--- src/rtl/vcb_pkg.sv ---
// Package: shared constants and types for the voice concealment buffer.
// Assumes sample words are a whole number of bytes and at least 24 bits wide.
package vcb_pkg;
    // Width of the per-channel filler word.
    localparam int FILL_W = 24;

    // Source of the word returned to the reader.
    typedef enum logic [1:0] {
        SRC_QUEUE = 2'd0,   // real sample from the channel queue
        SRC_LAST  = 2'd1,   // replay of the remembered sample
        SRC_BYTE  = 2'd2,   // low byte of remembered sample in every lane
        SRC_FILL  = 2'd3    // programmed filler, zero-extended
    } src_t;
endpackage

--- src/rtl/vcb_chan_store.sv ---
// Module: one channel's sample queue with overflow policy and event counter.
// Holds up to DEPTH samples in a circular store. A write into a full queue
// with no same-cycle pop either evicts the oldest sample (allow_ovf=1) or is
// dropped (allow_ovf=0). Either way it counts as an overflow event.
// Assumes pop_req is only acted on when the queue is not empty.
module vcb_chan_store #(
    parameter int DEPTH    = 4,
    parameter int SAMPLE_W = 32,
    parameter int OVF_W    = 8
) (
    input  logic                clk,
    input  logic                rst_n,
    input  logic                wr_en,
    input  logic [SAMPLE_W-1:0] wr_data,
    input  logic                pop_req,
    input  logic                allow_ovf,
    output logic [SAMPLE_W-1:0] head,
    output logic                full,
    output logic                empty,
    output logic [OVF_W-1:0]    ovf_count
);
    localparam int PTR_W = (DEPTH > 1) ? $clog2(DEPTH) : 1;
    localparam int CNT_W = $clog2(DEPTH + 1);
    localparam logic [PTR_W-1:0] LAST_IDX = PTR_W'(DEPTH - 1);
    localparam logic [CNT_W-1:0] CNT_FULL = CNT_W'(DEPTH);
    localparam logic [OVF_W-1:0] OVF_MAX  = '1;

    logic [SAMPLE_W-1:0] store [DEPTH];
    logic [PTR_W-1:0]    wr_ptr, rd_ptr;
    logic [CNT_W-1:0]    level, level_nxt;
    logic                pop, ovf_evt, do_push, do_adv, grow;

    // Decide this cycle's pop, push, eviction and overflow event.
    always_comb begin
        pop       = pop_req && !empty;
        ovf_evt   = wr_en && full && !pop;
        do_push   = wr_en && (!full || pop || allow_ovf);
        do_adv    = pop || (ovf_evt && allow_ovf);
        grow      = do_push && !ovf_evt;
        level_nxt = level;
        if (grow && !pop)      level_nxt = level + 1'b1;
        else if (!grow && pop) level_nxt = level - 1'b1;
    end

    // Sample storage; written at the write pointer, not reset.
    always_ff @(posedge clk) begin
        if (do_push) store[wr_ptr] <= wr_data;
    end

    // Pointers, occupancy and registered full/empty flags.
    always_ff @(posedge clk) begin
        if (!rst_n) begin
            wr_ptr <= '0;
            rd_ptr <= '0;
            level  <= '0;
            full   <= 1'b0;
            empty  <= 1'b1;
        end else begin
            if (do_push) wr_ptr <= (wr_ptr == LAST_IDX) ? '0 : wr_ptr + 1'b1;
            if (do_adv)  rd_ptr <= (rd_ptr == LAST_IDX) ? '0 : rd_ptr + 1'b1;
            level <= level_nxt;
            full  <= (level_nxt == CNT_FULL);
            empty <= (level_nxt == '0);
        end
    end

    // Saturating count of overflow events.
    always_ff @(posedge clk) begin
        if (!rst_n)                          ovf_count <= '0;
        else if (ovf_evt && ovf_count != OVF_MAX) ovf_count <= ovf_count + 1'b1;
    end

    assign head = store[rd_ptr];

    // flags are never both set.
    p_flags_exclusive_r3: assert property (@(posedge clk) disable iff (!rst_n)
        !(full && empty));

    // a dropped write leaves the queue full with the same head.
    p_drop_keeps_r9: assert property (@(posedge clk) disable iff (!rst_n)
        (wr_en && full && !pop_req && !allow_ovf) |=> (full && head == $past(head)));

    // an overwriting write leaves the queue full.
    p_overwrite_full_r8: assert property (@(posedge clk) disable iff (!rst_n)
        (wr_en && full && !pop_req && allow_ovf) |=> full);

    // each overflow event adds one below saturation.
    p_ovf_step_r10: assert property (@(posedge clk) disable iff (!rst_n)
        (wr_en && full && !pop_req && ovf_count != OVF_MAX)
        |=> (ovf_count == $past(ovf_count) + 1'b1));

    // a saturated count stays saturated.
    p_ovf_sat_r10: assert property (@(posedge clk) disable iff (!rst_n)
        (ovf_count == OVF_MAX) |=> (ovf_count == OVF_MAX));

    // same-cycle read and write on a full queue keeps it full, no count.
    p_pass_through_r12: assert property (@(posedge clk) disable iff (!rst_n)
        (wr_en && full && pop_req) |=> (full && $stable(ovf_count)));
endmodule

--- src/rtl/vcb_conceal.sv ---
// Module: read-side selection and loss concealment for all channels.
// Returns the head of the requested channel, or a stand-in word when that
// channel is empty, one cycle after the request. Remembers the last real
// sample per channel and keeps a per-channel underrun flag.
// Assumes rd_ch < NUM_CH, SAMPLE_W >= FILL_W and SAMPLE_W a multiple of 8.
module vcb_conceal
    import vcb_pkg::*;
#(
    parameter int NUM_CH   = 2,
    parameter int SAMPLE_W = 32,
    parameter int CH_W     = 1
) (
    input  logic                       clk,
    input  logic                       rst_n,
    input  logic                       rd_req,
    input  logic [CH_W-1:0]            rd_ch,
    input  logic [NUM_CH*SAMPLE_W-1:0] head_flat,
    input  logic [NUM_CH-1:0]          empty_vec,
    input  logic [NUM_CH-1:0]          cfg_repeat,
    input  logic [NUM_CH-1:0]          cfg_wide,
    input  logic [NUM_CH*FILL_W-1:0]   cfg_filler,
    output logic                       rd_valid,
    output logic [SAMPLE_W-1:0]        rd_data,
    output logic                       rd_fresh,
    output logic [NUM_CH-1:0]          underrun
);
    localparam int LANES = SAMPLE_W / 8;

    logic [SAMPLE_W-1:0] heads  [NUM_CH];
    logic [FILL_W-1:0]   fills  [NUM_CH];
    logic [SAMPLE_W-1:0] last_q [NUM_CH];
    logic [SAMPLE_W-1:0] sel_head, sel_last, out_word;
    logic                sel_empty;
    src_t                src;

    // Unpack the flat per-channel buses.
    for (genvar c = 0; c < NUM_CH; c++) begin : g_unpack
        assign heads[c] = head_flat[c*SAMPLE_W +: SAMPLE_W];
        assign fills[c] = cfg_filler[c*FILL_W +: FILL_W];
    end

    // Pick the source for the requested channel and form the word.
    always_comb begin
        sel_head  = heads[rd_ch];
        sel_last  = last_q[rd_ch];
        sel_empty = empty_vec[rd_ch];
        if (!sel_empty)              src = SRC_QUEUE;
        else if (!cfg_repeat[rd_ch]) src = SRC_FILL;
        else if (cfg_wide[rd_ch])    src = SRC_BYTE;
        else                         src = SRC_LAST;
        unique case (src)
            SRC_QUEUE: out_word = sel_head;
            SRC_LAST:  out_word = sel_last;
            SRC_BYTE:  out_word = {LANES{sel_last[7:0]}};
            SRC_FILL:  out_word = SAMPLE_W'(fills[rd_ch]);
            default:   out_word = '0;
        endcase
    end

    // Register the answer, remember real samples, track underruns.
    always_ff @(posedge clk) begin
        if (!rst_n) begin
            rd_valid <= 1'b0;
            rd_data  <= '0;
            rd_fresh <= 1'b0;
            underrun <= '0;
            for (int c = 0; c < NUM_CH; c++) last_q[c] <= '0;
        end else begin
            rd_valid <= rd_req;
            if (rd_req) begin
                rd_data         <= out_word;
                rd_fresh        <= !sel_empty;
                underrun[rd_ch] <= sel_empty;
                if (!sel_empty) last_q[rd_ch] <= sel_head;
            end
        end
    end

    // an answer only follows a request.
    p_valid_follows_req_r2: assert property (@(posedge clk) disable iff (!rst_n)
        rd_valid |-> $past(rd_req));

    // a read of a non-empty channel returns its head as real data.
    p_fresh_head_r2: assert property (@(posedge clk) disable iff (!rst_n)
        (rd_req && !empty_vec[rd_ch]) |=> (rd_fresh && rd_data == $past(sel_head)));

    // a read of an empty channel is always marked concealed.
    p_conceal_marked_r4: assert property (@(posedge clk) disable iff (!rst_n)
        (rd_req && empty_vec[rd_ch]) |=> (rd_valid && !rd_fresh));

    // at most one channel's underrun flag changes per cycle.
    p_underrun_one_r11: assert property (@(posedge clk) disable iff (!rst_n)
        $countones(underrun ^ $past(underrun)) <= 1);
endmodule

--- src/rtl/voice_conceal_buf.sv ---
// Module: top of the voice sample concealment buffer.
// One queue per channel, write and read demultiplexed by channel number,
// and a shared concealment stage on the read side.
// Assumes wr_ch and rd_ch are below NUM_CH and NUM_CH >= 2.
module voice_conceal_buf
    import vcb_pkg::*;
#(
    parameter int NUM_CH   = 2,
    parameter int DEPTH    = 4,
    parameter int SAMPLE_W = 32,
    parameter int OVF_W    = 8,
    localparam int CH_W    = (NUM_CH > 1) ? $clog2(NUM_CH) : 1
) (
    input  logic                     clk,
    input  logic                     rst_n,
    input  logic [NUM_CH-1:0]        cfg_repeat,
    input  logic [NUM_CH-1:0]        cfg_wide,
    input  logic [NUM_CH-1:0]        cfg_allow_ovf,
    input  logic [NUM_CH*FILL_W-1:0] cfg_filler,
    input  logic                     wr_valid,
    input  logic [CH_W-1:0]          wr_ch,
    input  logic [SAMPLE_W-1:0]      wr_data,
    input  logic                     rd_req,
    input  logic [CH_W-1:0]          rd_ch,
    output logic                     rd_valid,
    output logic [SAMPLE_W-1:0]      rd_data,
    output logic                     rd_fresh,
    output logic [NUM_CH-1:0]        chan_full,
    output logic [NUM_CH-1:0]        chan_empty,
    output logic [NUM_CH-1:0]        underrun,
    output logic [NUM_CH*OVF_W-1:0]  ovf_count
);
    logic [NUM_CH-1:0]          wr_sel, pop_sel;
    logic [NUM_CH*SAMPLE_W-1:0] head_flat;

    // One queue per channel, selected by the channel number.
    for (genvar c = 0; c < NUM_CH; c++) begin : g_chan
        assign wr_sel[c]  = wr_valid && (wr_ch == CH_W'(c));
        assign pop_sel[c] = rd_req && (rd_ch == CH_W'(c));

        vcb_chan_store #(
            .DEPTH    (DEPTH),
            .SAMPLE_W (SAMPLE_W),
            .OVF_W    (OVF_W)
        ) u_store (
            .clk       (clk),
            .rst_n     (rst_n),
            .wr_en     (wr_sel[c]),
            .wr_data   (wr_data),
            .pop_req   (pop_sel[c]),
            .allow_ovf (cfg_allow_ovf[c]),
            .head      (head_flat[c*SAMPLE_W +: SAMPLE_W]),
            .full      (chan_full[c]),
            .empty     (chan_empty[c]),
            .ovf_count (ovf_count[c*OVF_W +: OVF_W])
        );
    end

    vcb_conceal #(
        .NUM_CH   (NUM_CH),
        .SAMPLE_W (SAMPLE_W),
        .CH_W     (CH_W)
    ) u_conceal (
        .clk        (clk),
        .rst_n      (rst_n),
        .rd_req     (rd_req),
        .rd_ch      (rd_ch),
        .head_flat  (head_flat),
        .empty_vec  (chan_empty),
        .cfg_repeat (cfg_repeat),
        .cfg_wide   (cfg_wide),
        .cfg_filler (cfg_filler),
        .rd_valid   (rd_valid),
        .rd_data    (rd_data),
        .rd_fresh   (rd_fresh),
        .underrun   (underrun)
    );

    // no answer without a request after reset.
    p_reset_quiet_r1: assert property (@(posedge clk) disable iff (!rst_n)
        $rose(rd_valid) |-> $past(rd_req));
endmodule

--- config.mk ---
export PLATFORM = sky130hd
export DESIGN_NAME = voice_conceal_buf
export DESIGN_NICKNAME = d
export VERILOG_FILES = /design/src/rtl/vcb_pkg.sv /design/src/rtl/vcb_chan_store.sv /design/src/rtl/vcb_conceal.sv /design/src/rtl/voice_conceal_buf.sv
export SDC_FILE = /design/constraint.sdc
export NUM_CORES = 1
export LEC_CHECK = 0
export BUFFER_PORTS_ARGS = -buffer_cell sky130_fd_sc_hd__buf_4
export CELL_PAD_IN_SITES_DETAIL_PLACEMENT = 1
export CELL_PAD_IN_SITES_GLOBAL_PLACEMENT = 1
export CORE_UTILIZATION = 50
export CTS_CLUSTER_SIZE = 20
export DETAILED_ROUTE_END_ITERATION = 12
export MAX_ROUTING_LAYER = met4
export PLACE_DENSITY_LB_ADDON = 0.1
export SETUP_SLACK_MARGIN = 0.2
export SYNTH_ARGS = -nofsm -noshare
export SYNTH_HDL_FRONTEND = slang
export SYNTH_SLANG_ARGS = --single-unit
--- constraint.sdc ---
create_clock -name clk -period 5 [get_ports clk]
set_clock_uncertainty 0.2 [all_clocks]
set_input_delay 0.75 -clock clk [delete_from_list [all_inputs] [get_ports clk]]
set_output_delay 0.75 -clock clk [all_outputs]
set_load 0.02 [all_outputs]
### After elaboration in Yosys (flattened, before gate mapping)

Memories as Yosys holds them, arrays and structs flattened. A register that Yosys moved wholly into a read port is not among the register bits.
Cells that the tools add are included.

* bits in registers: 70
* latch bits: 0
* memory bits (writable): 320
* ROM bits: 0
* input port bits: 92
* output and inout port bits: 56
* word-level logic and storage cells: 133
* memories kept: 3

Memory list
* g_chan[0].u_store.store: words 4, width 32, read ports 1, clocked after memory_dff 1, wr ports 1, line vcb_chan_store.sv:28 `logic [SAMPLE_W-1:0] store [DEPTH];`
* g_chan[1].u_store.store: words 4, width 32, read ports 1, clocked after memory_dff 1, wr ports 1, line vcb_chan_store.sv:28
* u_conceal.last_q: words 2, width 32, read ports 1, clocked after memory_dff 0, wr ports 2, line vcb_conceal.sv:31 `logic [SAMPLE_W-1:0] last_q [NUM_CH];`

* add/sub/neg operators: 10
* multipliers: 0
* divide/modulo/power cells: 0
* $lt $le $gt $ge: 3
* equality and inequality tests: 11
* shift operators: 0
* mux-type cells: 43
* bitwise logic cells: 3
* reduce and logical (&&, ||, !) cells: 44

Operators with widths (number)
* two-way mux 32 bit: 4
* one-hot mux 32 bit (4 select lines): 1
* two-way mux 24 bit: 3
* OR reduction 32 bit: 1
* logical AND 1 bit: 23
* two-way mux 2 bit: 11
* two-way mux 1 bit: 18
* adder 8 x 1 -> 8 bit, second input constant: 2
* inequality test 8 bit, second input constant: 2
* == test 2 bit, second input constant: 6
* two-way mux 3 bit: 4
* zero test 1 bit: 11
* adder 2 x 1 -> 2 bit, second input constant: 4
* adder 3 x 1 -> 3 bit, second input constant: 2
* == test 3 bit, second input constant: 2
* zero test 3 bit: 2
* logical OR 1 bit: 6
* subtractor 3 x 1 -> 3 bit, second input constant: 2
* bitwise mux 2 bit: 1
* == test 2 x 1 -> 1 bit, second input constant: 1
* greater-or-equal comparator 2 bit, second input constant: 1
* zero test 2 bit: 1
* < comparator 1 x 2 -> 1 bit, second input constant: 1
* NOT 1 bit: 2
* 3 further kinds: 3

### Depth between registers and ports, before layout

Gate-level depths: netlist of the first run.

* depth after elaboration: 12
* gate-level depth with buffers: 9
* depth with buffers taken out: 6

### Cells and area by module

A second synthesis of the first run with hierarchy kept.

* cell total of the unflattened synthesis: 1054
* area total of the unflattened synthesis: 16554.6 um2

By module, submodules not included
* vcb_chan_store: times used 2, cells each 277, area an instance 5614.1 um2, sequential area each 4224.1 um2
* vcb_conceal: times used 1, cells each 496, area an instance 5293.8 um2, sequential area each 2642.5 um2
* voice_conceal_buf: times used 1, cells each 4, area an instance 32.5 um2, sequential area each 0.0 um2

### Worst setup path before layout of the first run

No wires, ideal clock.

* path kind: input to register
* start: input port rd_ch
* end: memory g_chan[0].u_store.store[3][0], enable pin
* library setup time: 0.392 ns
* arrival time: 2.372 ns
* data required time: 4.408 ns
* path slack: 2.036 ns
* cell stages on the path: 6
* buffers on the path: 2
* cell sequence: buf_6 buf_8 nor2_1 nand2_1 a31oi_2 and2_1

* longest elaborated chain between the ends: 8

Ends and longest elaborated chain
* start: declaration: line voice_conceal_buf.sv:24 `input logic [CH_W-1:0] rd_ch,`
* NOT 1 bit: line voice_conceal_buf.sv:39 `assign pop_sel[c] = rd_req && (rd_ch == CH_W'(c));`
* logical AND 1 bit: line voice_conceal_buf.sv:39
* logical AND 1 bit: line vcb_chan_store.sv:35 `pop = pop_req && !empty;`
* logical OR 1 bit (2 in a row): line vcb_chan_store.sv:37 `do_push = wr_en && (!full || pop || allow_ovf);`
* logical AND 1 bit: line vcb_chan_store.sv:37
* two-way mux 1 bit: line vcb_chan_store.sv:47 `if (do_push) store[wr_ptr] <= wr_data;`
* two-way mux 1 bit (implied by the code): line vcb_chan_store.sv:47
* end: declaration: line vcb_chan_store.sv:28

No other way between the ends.

### Final worst setup path of the first run

* start: input port rd_ch
* end: memory g_chan[0].u_store.store[1][18], enable pin

The elaborated chain is that of the path after synthesis.

==> flow_metrics.env, run 1 <==
export IMPL_cts_tree="built"
export IMPL_grt_pass1_vias=10500
export IMPL_path_cells="buf_4 -> nor2_1 -> nand2_1 -> a31oi_2 -> and2_2"
export IMPL_post_route_period_util=0.635
export IMPL_vias=10100
export IMPL_synthDistinctLibCells=69
export IMPL_holdCritStartpoint="wr_data[6]"
export IMPL_cts_made_buffers=42
export IMPL_top_layer="met4"
export IMPL_ys_top_cells_by_area="edfxtp_1, dfxtp_1, mux4_2, mux2i_1, nor2_1"
export IMPL_synth_fp_nets=1195
export IMPL_ios=148
export IMPL_cpMaxStageDelayCell="and2_2"
export IMPL_core_area_um2=32500
export IMPL_grt_max_degree=64
export IMPL_holdCritPathClass="in -> reg"
export IMPL_synth_edf_count=320
export IMPL_worst_r2r_startpoint="g_chan[0].u_store.empty"
export IMPL_avgSynthCellArea_um2=15.1
export IMPL_finalCriticalPeriod_ns=3.18
export IMPL_dr_pass1_iters=7
export IMPL_synth_xor_xnor_area_share=0.00745
export IMPL_clockBufferDepth=3
export IMPL_wirelength_mm=45.5
export IMPL_synth_top_family_by_area="multiplexers"
export IMPL_critPathCaptureType="register"
export IMPL_synthMuxAreaShare=0.126
export IMPL_fin_nets=1332
export IMPL_die_area_um2=33600
export IMPL_drtAntennaViolNets=0
export IMPL_setup_tns_ns=0
export IMPL_clock_sinks=394
export IMPL_p_leak_nw=6.92
export IMPL_htreeDepth=2
export IMPL_hold_depth=1
export IMPL_max_slew_margin=0.139
export IMPL_tightest_slew_ns=1.27
export IMPL_clock_root_buffer="clkbuf_16"
export IMPL_track_usage=0.288
export IMPL_r2r_end="g_chan[0].u_store.store[1][18]"
export IMPL_fmax_mhz=315
export IMPL_numPortBuffers=147
export IMPL_crit_path_max_incr_delay_ns=0.83
export IMPL_ys_ff_latch=394
export IMPL_r2r_setup_slack_ns=1.90
export IMPL_synth_top_cell_area_share=0.584
export IMPL_synth_seq_area_share=0.674
export IMPL_antennaDiodeCount=0
export IMPL_viasPerCell=5.97
export IMPL_initial_utilization=0.507
export IMPL_insertion_delay_ns=0.55
export IMPL_path_clk_slew_ns=0.06
export IMPL_syn_instance_count=1087
export IMPL_power_w=0.00786
export IMPL_gp_congestion=0.874
export IMPL_routed_wl_met3_mm=3.32
export IMPL_critPathMaxFanout=32
export IMPL_drive_above_1_share=0.247
export IMPL_critPathRequiredTime_ns=4.97
export IMPL_hpwl_mm=30.5
export IMPL_setup_viol=0
export IMPL_drt_iter0_drc=971
export IMPL_cap_viol_max_count=0
export IMPL_vdd_ir_drop_max_v=0.000297
export IMPL_avgRoutedWirePerCell_um=26.8
export IMPL_p_per_area_nw_per_um2=411
export IMPL_num_rows=66
export IMPL_start_kind="primary input"
export IMPL_synthAdderAreaFrac=0.0122
export IMPL_grt_ovfl_total=0
export IMPL_synth_async_reset_ratio=0
export IMPL_synth_compound_area_frac=0.0719
export IMPL_wl_met2_mm=21.6
export IMPL_drcViolationCount=0
export IMPL_syn_area_um2=16500
export IMPL_yosys_area_share_simple=0.0798
export IMPL_synth_top_area_cell="edfxtp_1"
export IMPL_maxSlewViolCount=0
export IMPL_area_growth_pct=16.2
export IMPL_ys_flop_type="edfxtp_1"
export IMPL_die_x_um=183
export IMPL_grt_pass1_wl_mm=67.7
export IMPL_status="finished clean"
export IMPL_hold_viol_final=0
export IMPL_hold_end="g_chan[0].u_store.store[0][6]"
export IMPL_antenna_found_initial=1
export IMPL_r2r_cells=4
export IMPL_rsz0062_at_grt="no"
export IMPL_cts_hold_buf=0
export IMPL_cp_arrival_ns=3.14
export IMPL_yosysWarnings=0
export IMPL_wirelength_met1_mm=19.4
export IMPL_chipHeight_um=183
export IMPL_criticalPathCategory="in -> reg"
export IMPL_postCtsSetupBuffers=0
export IMPL_cts_resized=0
==> where the power goes <==
| group | switching [W] | internal [W] | leakage, nW |
|---|---|---|---|
| Clock | 0.00127 | 0.00169 | 0.626 |
| Combinational | 0.000654 | 0.000408 | 2.70 |
| Sequential | 0.000120 | 0.00372 | 3.60 |
| Total | 0.00204 | 0.00582 | 6.92 |
==> registers in the layout (all words and copies together) (netlist names), named ones only <==
register                  count
u_conceal.rd_data            32
g_chan.u_store.empty          2
u_conceal.rd_fresh            1
g_chan.u_store.ovf_count     16
g_chan.u_store.full           2
g_chan.u_store.store        256
g_chan.u_store.rd_ptr         4
u_conceal.underrun            2
g_chan.u_store.level          6
g_chan.u_store.wr_ptr         4
u_conceal.rd_valid            1
u_conceal.last_q             64
==> synth_stat cells, types with 3 or more instances <==
cell type / number
inv_1: 13
mux2i_1: 61
a211oi_1: 6
a22oi_1: 3
nand2b_1: 7
dfxtp_1: 74
buf_2: 18
and2_1: 22
xor2_1: 10
ha_1: 16
mux2_2: 7
nor2b_1: 16
edfxtp_1: 320
a31oi_1: 16
o21ai_0: 51
nand2_1: 65
nand3_1: 16
a221oi_1: 4
xnor2_1: 4
o211ai_1: 7
a21boi_0: 7
buf_6: 10
a211o_1: 3
nor2_1: 70
nor3_1: 15
a32o_1: 6
buf_4: 10
a21oi_1: 37
or3_1: 5
o22ai_1: 16
mux4_2: 60
and3_1: 38
clkbuf_1: 27
==> per-layer routing <==
| metal | global-route usage | up-vias |
|---|---|---|
| li1 | - | 4478 |
| met1 | 0.386 | 5186 |
| met2 | 0.451 | 398 |
| met3 | 0.0525 | 75 |
| met4 | 0.0840 | 0 |
| met5 | - | - |
==> critical path: cells and delay by family <==
| kind | cells | cell delay (ns) |
|---|---|---|
| buffers and inverters | 1 | 0.17 |
| and+or+nand+nor | 3 | 1.79 |
| AOI/OAI and AO/OA | 1 | 0.41 |
==> cell type report <==
class	instances	area [um2]
Tap cell	442	553
Fill cell	3088	13300
Sequential cell	394	11100
Clock inverter	17	156
Inverter	15	56.3
Clock buffer	58	1130
Timing Repair Buffer	163	1220
Multi-Input combinational cell	608	4900
==> layout by cell type, fill, tap and decap left out, types with 37 or more instances in the layout <==
master / count
clkbuf_16: 42
nand2_1: 65
and3_1: 38
nor2_1: 70
mux4_2: 60
mux2i_1: 61
dfxtp_1: 72
buf_4: 163
edfxtp_1: 320
o21ai_0: 51
a21oi_1: 37
==> through the flow <==
stage / area, um2 / cells / setup WS (ns) / utilization / hold WS (ns)
after floorplan: 16500 / 1087 / 2.04 / - / 0.257
after global placement: 17800 / 1622 / 1.37 / 0.549 / 0.259
after detailed placement: 17800 / 1622 / 1.28 / 0.549 / 0.275
after CTS: 19100 / 1697 / 1.86 / 0.589 / 0.209
after global routing: 19100 / 1697 / 1.68 / 0.589 / 0.223
final: 19100 / 1697 / 1.82 / 0.589 / 0.230
==> cells by family (layout without fill, tap and decap cells) <==
logic type	count (synthesis)	count (layout)
flip-flops	394	394
multiplexers	130	130
buffers and inverters	85	253
AO/OA/AOI/OAI	182	182
XOR/XNOR	14	14
AND/OR/NAND/NOR	266	266
adder cells (fa/ha/maj)	16	16
==> worst max-delay path by stage <==
| stage | start | end | slack [ns] | cells past startpoint |
|---|---|---|---|---|
| final | rd_ch | g_chan[0].u_store.store[1][18] | 1.82 | 5 |
| after CTS | rd_ch | g_chan[0].u_store.store[3][15] | 1.86 | 5 |
| after global routing | rd_ch | g_chan[0].u_store.store[2][19] | 1.68 | 5 |
| after global placement | rd_ch | g_chan[0].u_store.store[3][17] | 1.37 | 5 |
| after detailed placement | rd_ch | g_chan[0].u_store.store[3][18] | 1.28 | 5 |
| after floorplan | rd_ch | g_chan[0].u_store.store[3][0] | 2.04 | 6 |
(Power assumes the default switching activity.)
==> run 2, diff against run 1 <==
==> constraint.sdc (replaced) <==
create_clock -name clk -period 3.1 [get_ports clk]
set_clock_uncertainty 0.2 [all_clocks]
set_input_delay 0.465 -clock clk [delete_from_list [all_inputs] [get_ports clk]]
set_output_delay 0.465 -clock clk [all_outputs]
set_load 0.02 [all_outputs]
==> run 2 against run 1 <==
Critical path depth unchanged. First-iteration DRC count decreased by 33%. Sequential power increased by 61%. Clock power increased by 65%. Design area increased by 3.0%. Cell count increased by 3.1%. Worst hold slack got worse by 0.16 ns. Register-to-register slack got worse by 1.2 ns. Core utilization increased by 1.8 points. Die area unchanged. Critical endpoint is now u_conceal.rd_data[14]. Largest cell class unchanged.
==> flow_metrics.env, run 2 (synthesis gave the netlist of run 1 again) <==
export IMPL_grt_pass1_vias=10800
export IMPL_top_register="g_chan.u_store.store"
export IMPL_pwr_share_clk=0.381
export IMPL_critPathCaptureType="register"
export IMPL_hpwl_mm=28.3
export IMPL_maxSlewViolCount=0
export IMPL_die_area_um2=33600
export IMPL_status="finished clean"
export IMPL_critPathRequiredTime_ns=3.33
export IMPL_grt_pass1_wl_mm=65.2
export IMPL_critPathMaxFanout=13
export IMPL_rsz0062_at_grt="no"
export IMPL_seqPwrFrac=0.484
export IMPL_fmax_mhz=410
export IMPL_final_cell_mix="edfxtp_1, buf_4, dfxtp_1, nor2_1, nand2_1"
export IMPL_p_int_w=0.00958
export IMPL_ios=148
export IMPL_placed_cell_area_um2=18100
export IMPL_p_leak_nw=7.20
export IMPL_cp_arrival_ns=2.67
export IMPL_track_usage=0.272
export IMPL_p_per_area_nw_per_um2=648
export IMPL_drive_above_1_share=0.253
export IMPL_switching_share=0.250
export IMPL_insertion_delay_ns=0.55
export IMPL_die_x_um=183
export IMPL_power_w=0.0128
export IMPL_drtAntennaViolNets=0
export IMPL_antenna_found_initial=0
export IMPL_vdd_ir_drop_max_v=0.000446
export IMPL_holdCritPathClass="in -> reg"
export IMPL_viasPerCell=5.79
export IMPL_clockBufferDepth=3
export IMPL_vias=10100
export IMPL_finalCriticalPeriod_ns=2.44
export IMPL_grt_ovfl_total=0
export IMPL_fin_nets=1384
export IMPL_setup_viol=0
export IMPL_dr_pass1_iters=5
export IMPL_grt_max_degree=55
export IMPL_avgRoutedWirePerCell_um=24.7
export IMPL_tightest_slew_ns=0.782
export IMPL_cts_tree="built"
export IMPL_clock_root_buffer="clkbuf_16"
export IMPL_numPortBuffers=147
export IMPL_hold_viol_final=0
export IMPL_num_rows=66
export IMPL_layout_commonest_cell="edfxtp_1"
export IMPL_largestRegisters="g_chan.u_store.store x256, u_conceal.last_q x64, u_conceal.rd_data x32"
export IMPL_stdcell_area_um2=19700
export IMPL_cap_viol_max_count=0
export IMPL_cts_made_buffers=42
export IMPL_postCtsSetupBuffers=0
export IMPL_start_kind="register"
export IMPL_post_route_period_util=0.788
export IMPL_fillers=3069
export IMPL_clock_sinks=394
export IMPL_gp_congestion=0.813
export IMPL_drt_iter0_drc=652
export IMPL_chipHeight_um=183
export IMPL_antennaDiodeCount=0
export IMPL_combPwrFrac=0.135
export IMPL_switchingPower_w=0.00319
export IMPL_criticalPathCategory="reg -> reg"
export IMPL_area_growth_pct=19.7
export IMPL_core_area_um2=32500
export IMPL_htreeDepth=2
export IMPL_max_slew_margin=0.479
export IMPL_initial_utilization=0.507
export IMPL_largest_reg_flops=256
export IMPL_drcViolationCount=0
export IMPL_setup_tns_ns=0
export IMPL_path_clk_slew_ns=0.06
export IMPL_wirelength_mm=43.3
[run 2: final cells by class]
type,count,area (um2),area share
Clock buffer,60,1170,0.0594
Clock inverter,16,154,0.00781
Inverter,15,56.3,0.00286
Multi-Input combinational cell,608,4900,0.249
Sequential cell,394,11100,0.563
Tap cell,442,553,0.0281
Timing Repair Buffer,215,1770,0.0898
[run 2: timing repair]
item,4_1_cts,5_1_grt
setup endpoints to repair,0,0
resized for setup,0,0
hold endpoints to repair,256,0
hold buffers,32,0
[run 2: final timing paths]
check	start	slack, ns	cells after the start	to
setup / recovery	register	0.66	5	u_conceal.rd_data[14]
setup reg to reg	register	0.66	5	u_conceal.rd_data[14]
hold / removal	rd_req	0.07	2	u_conceal.rd_data[5]
hold reg to reg	u_conceal.underrun[1]	0.29	2	u_conceal.underrun[1]
[run 2: stage by stage]
stage | util | hold WS (ns) | worst slack (ns) | instances
4_1_cts | 0.607 | 0.0373 | 0.606 | 1750
3_5_place_dp | 0.556 | 0.275 | 0.421 | 1642
5_1_grt | 0.607 | 0.0594 | 0.484 | 1750
3_3_place_gp | 0.556 | 0.256 | 0.505 | 1642
6_report | 0.607 | 0.0656 | 0.659 | 1750
2_1_floorplan | - | 0.257 | 0.421 | 1087
[run 2: power by group through the flow]
stage               registers, W  logic (W)  clock network, W
floorplan                0.00626    0.00104                 0
global placement         0.00628    0.00165                 0
detailed placement       0.00629    0.00169                 0
CTS                      0.00618    0.00174           0.00496
global route             0.00620    0.00187           0.00514
finish                   0.00618    0.00172           0.00487
[run 2: worst max-delay path, cell delays in order (launching register included)]
cell and delay [ns]:
dfxtp_2 0.71, buf_4 0.36, mux4_2 0.58, nand2_1 0.09
nand3_1 0.10, a32o_1 0.28
[run 2: per-layer routing]
metal	wire length, um	global-route usage	part of all wire
met1	18000	0.342	0.42
met2	21500	0.446	0.50
met3	2260	0.0448	0.052
met4	1450	0.0997	0.034
met5	0	-	0
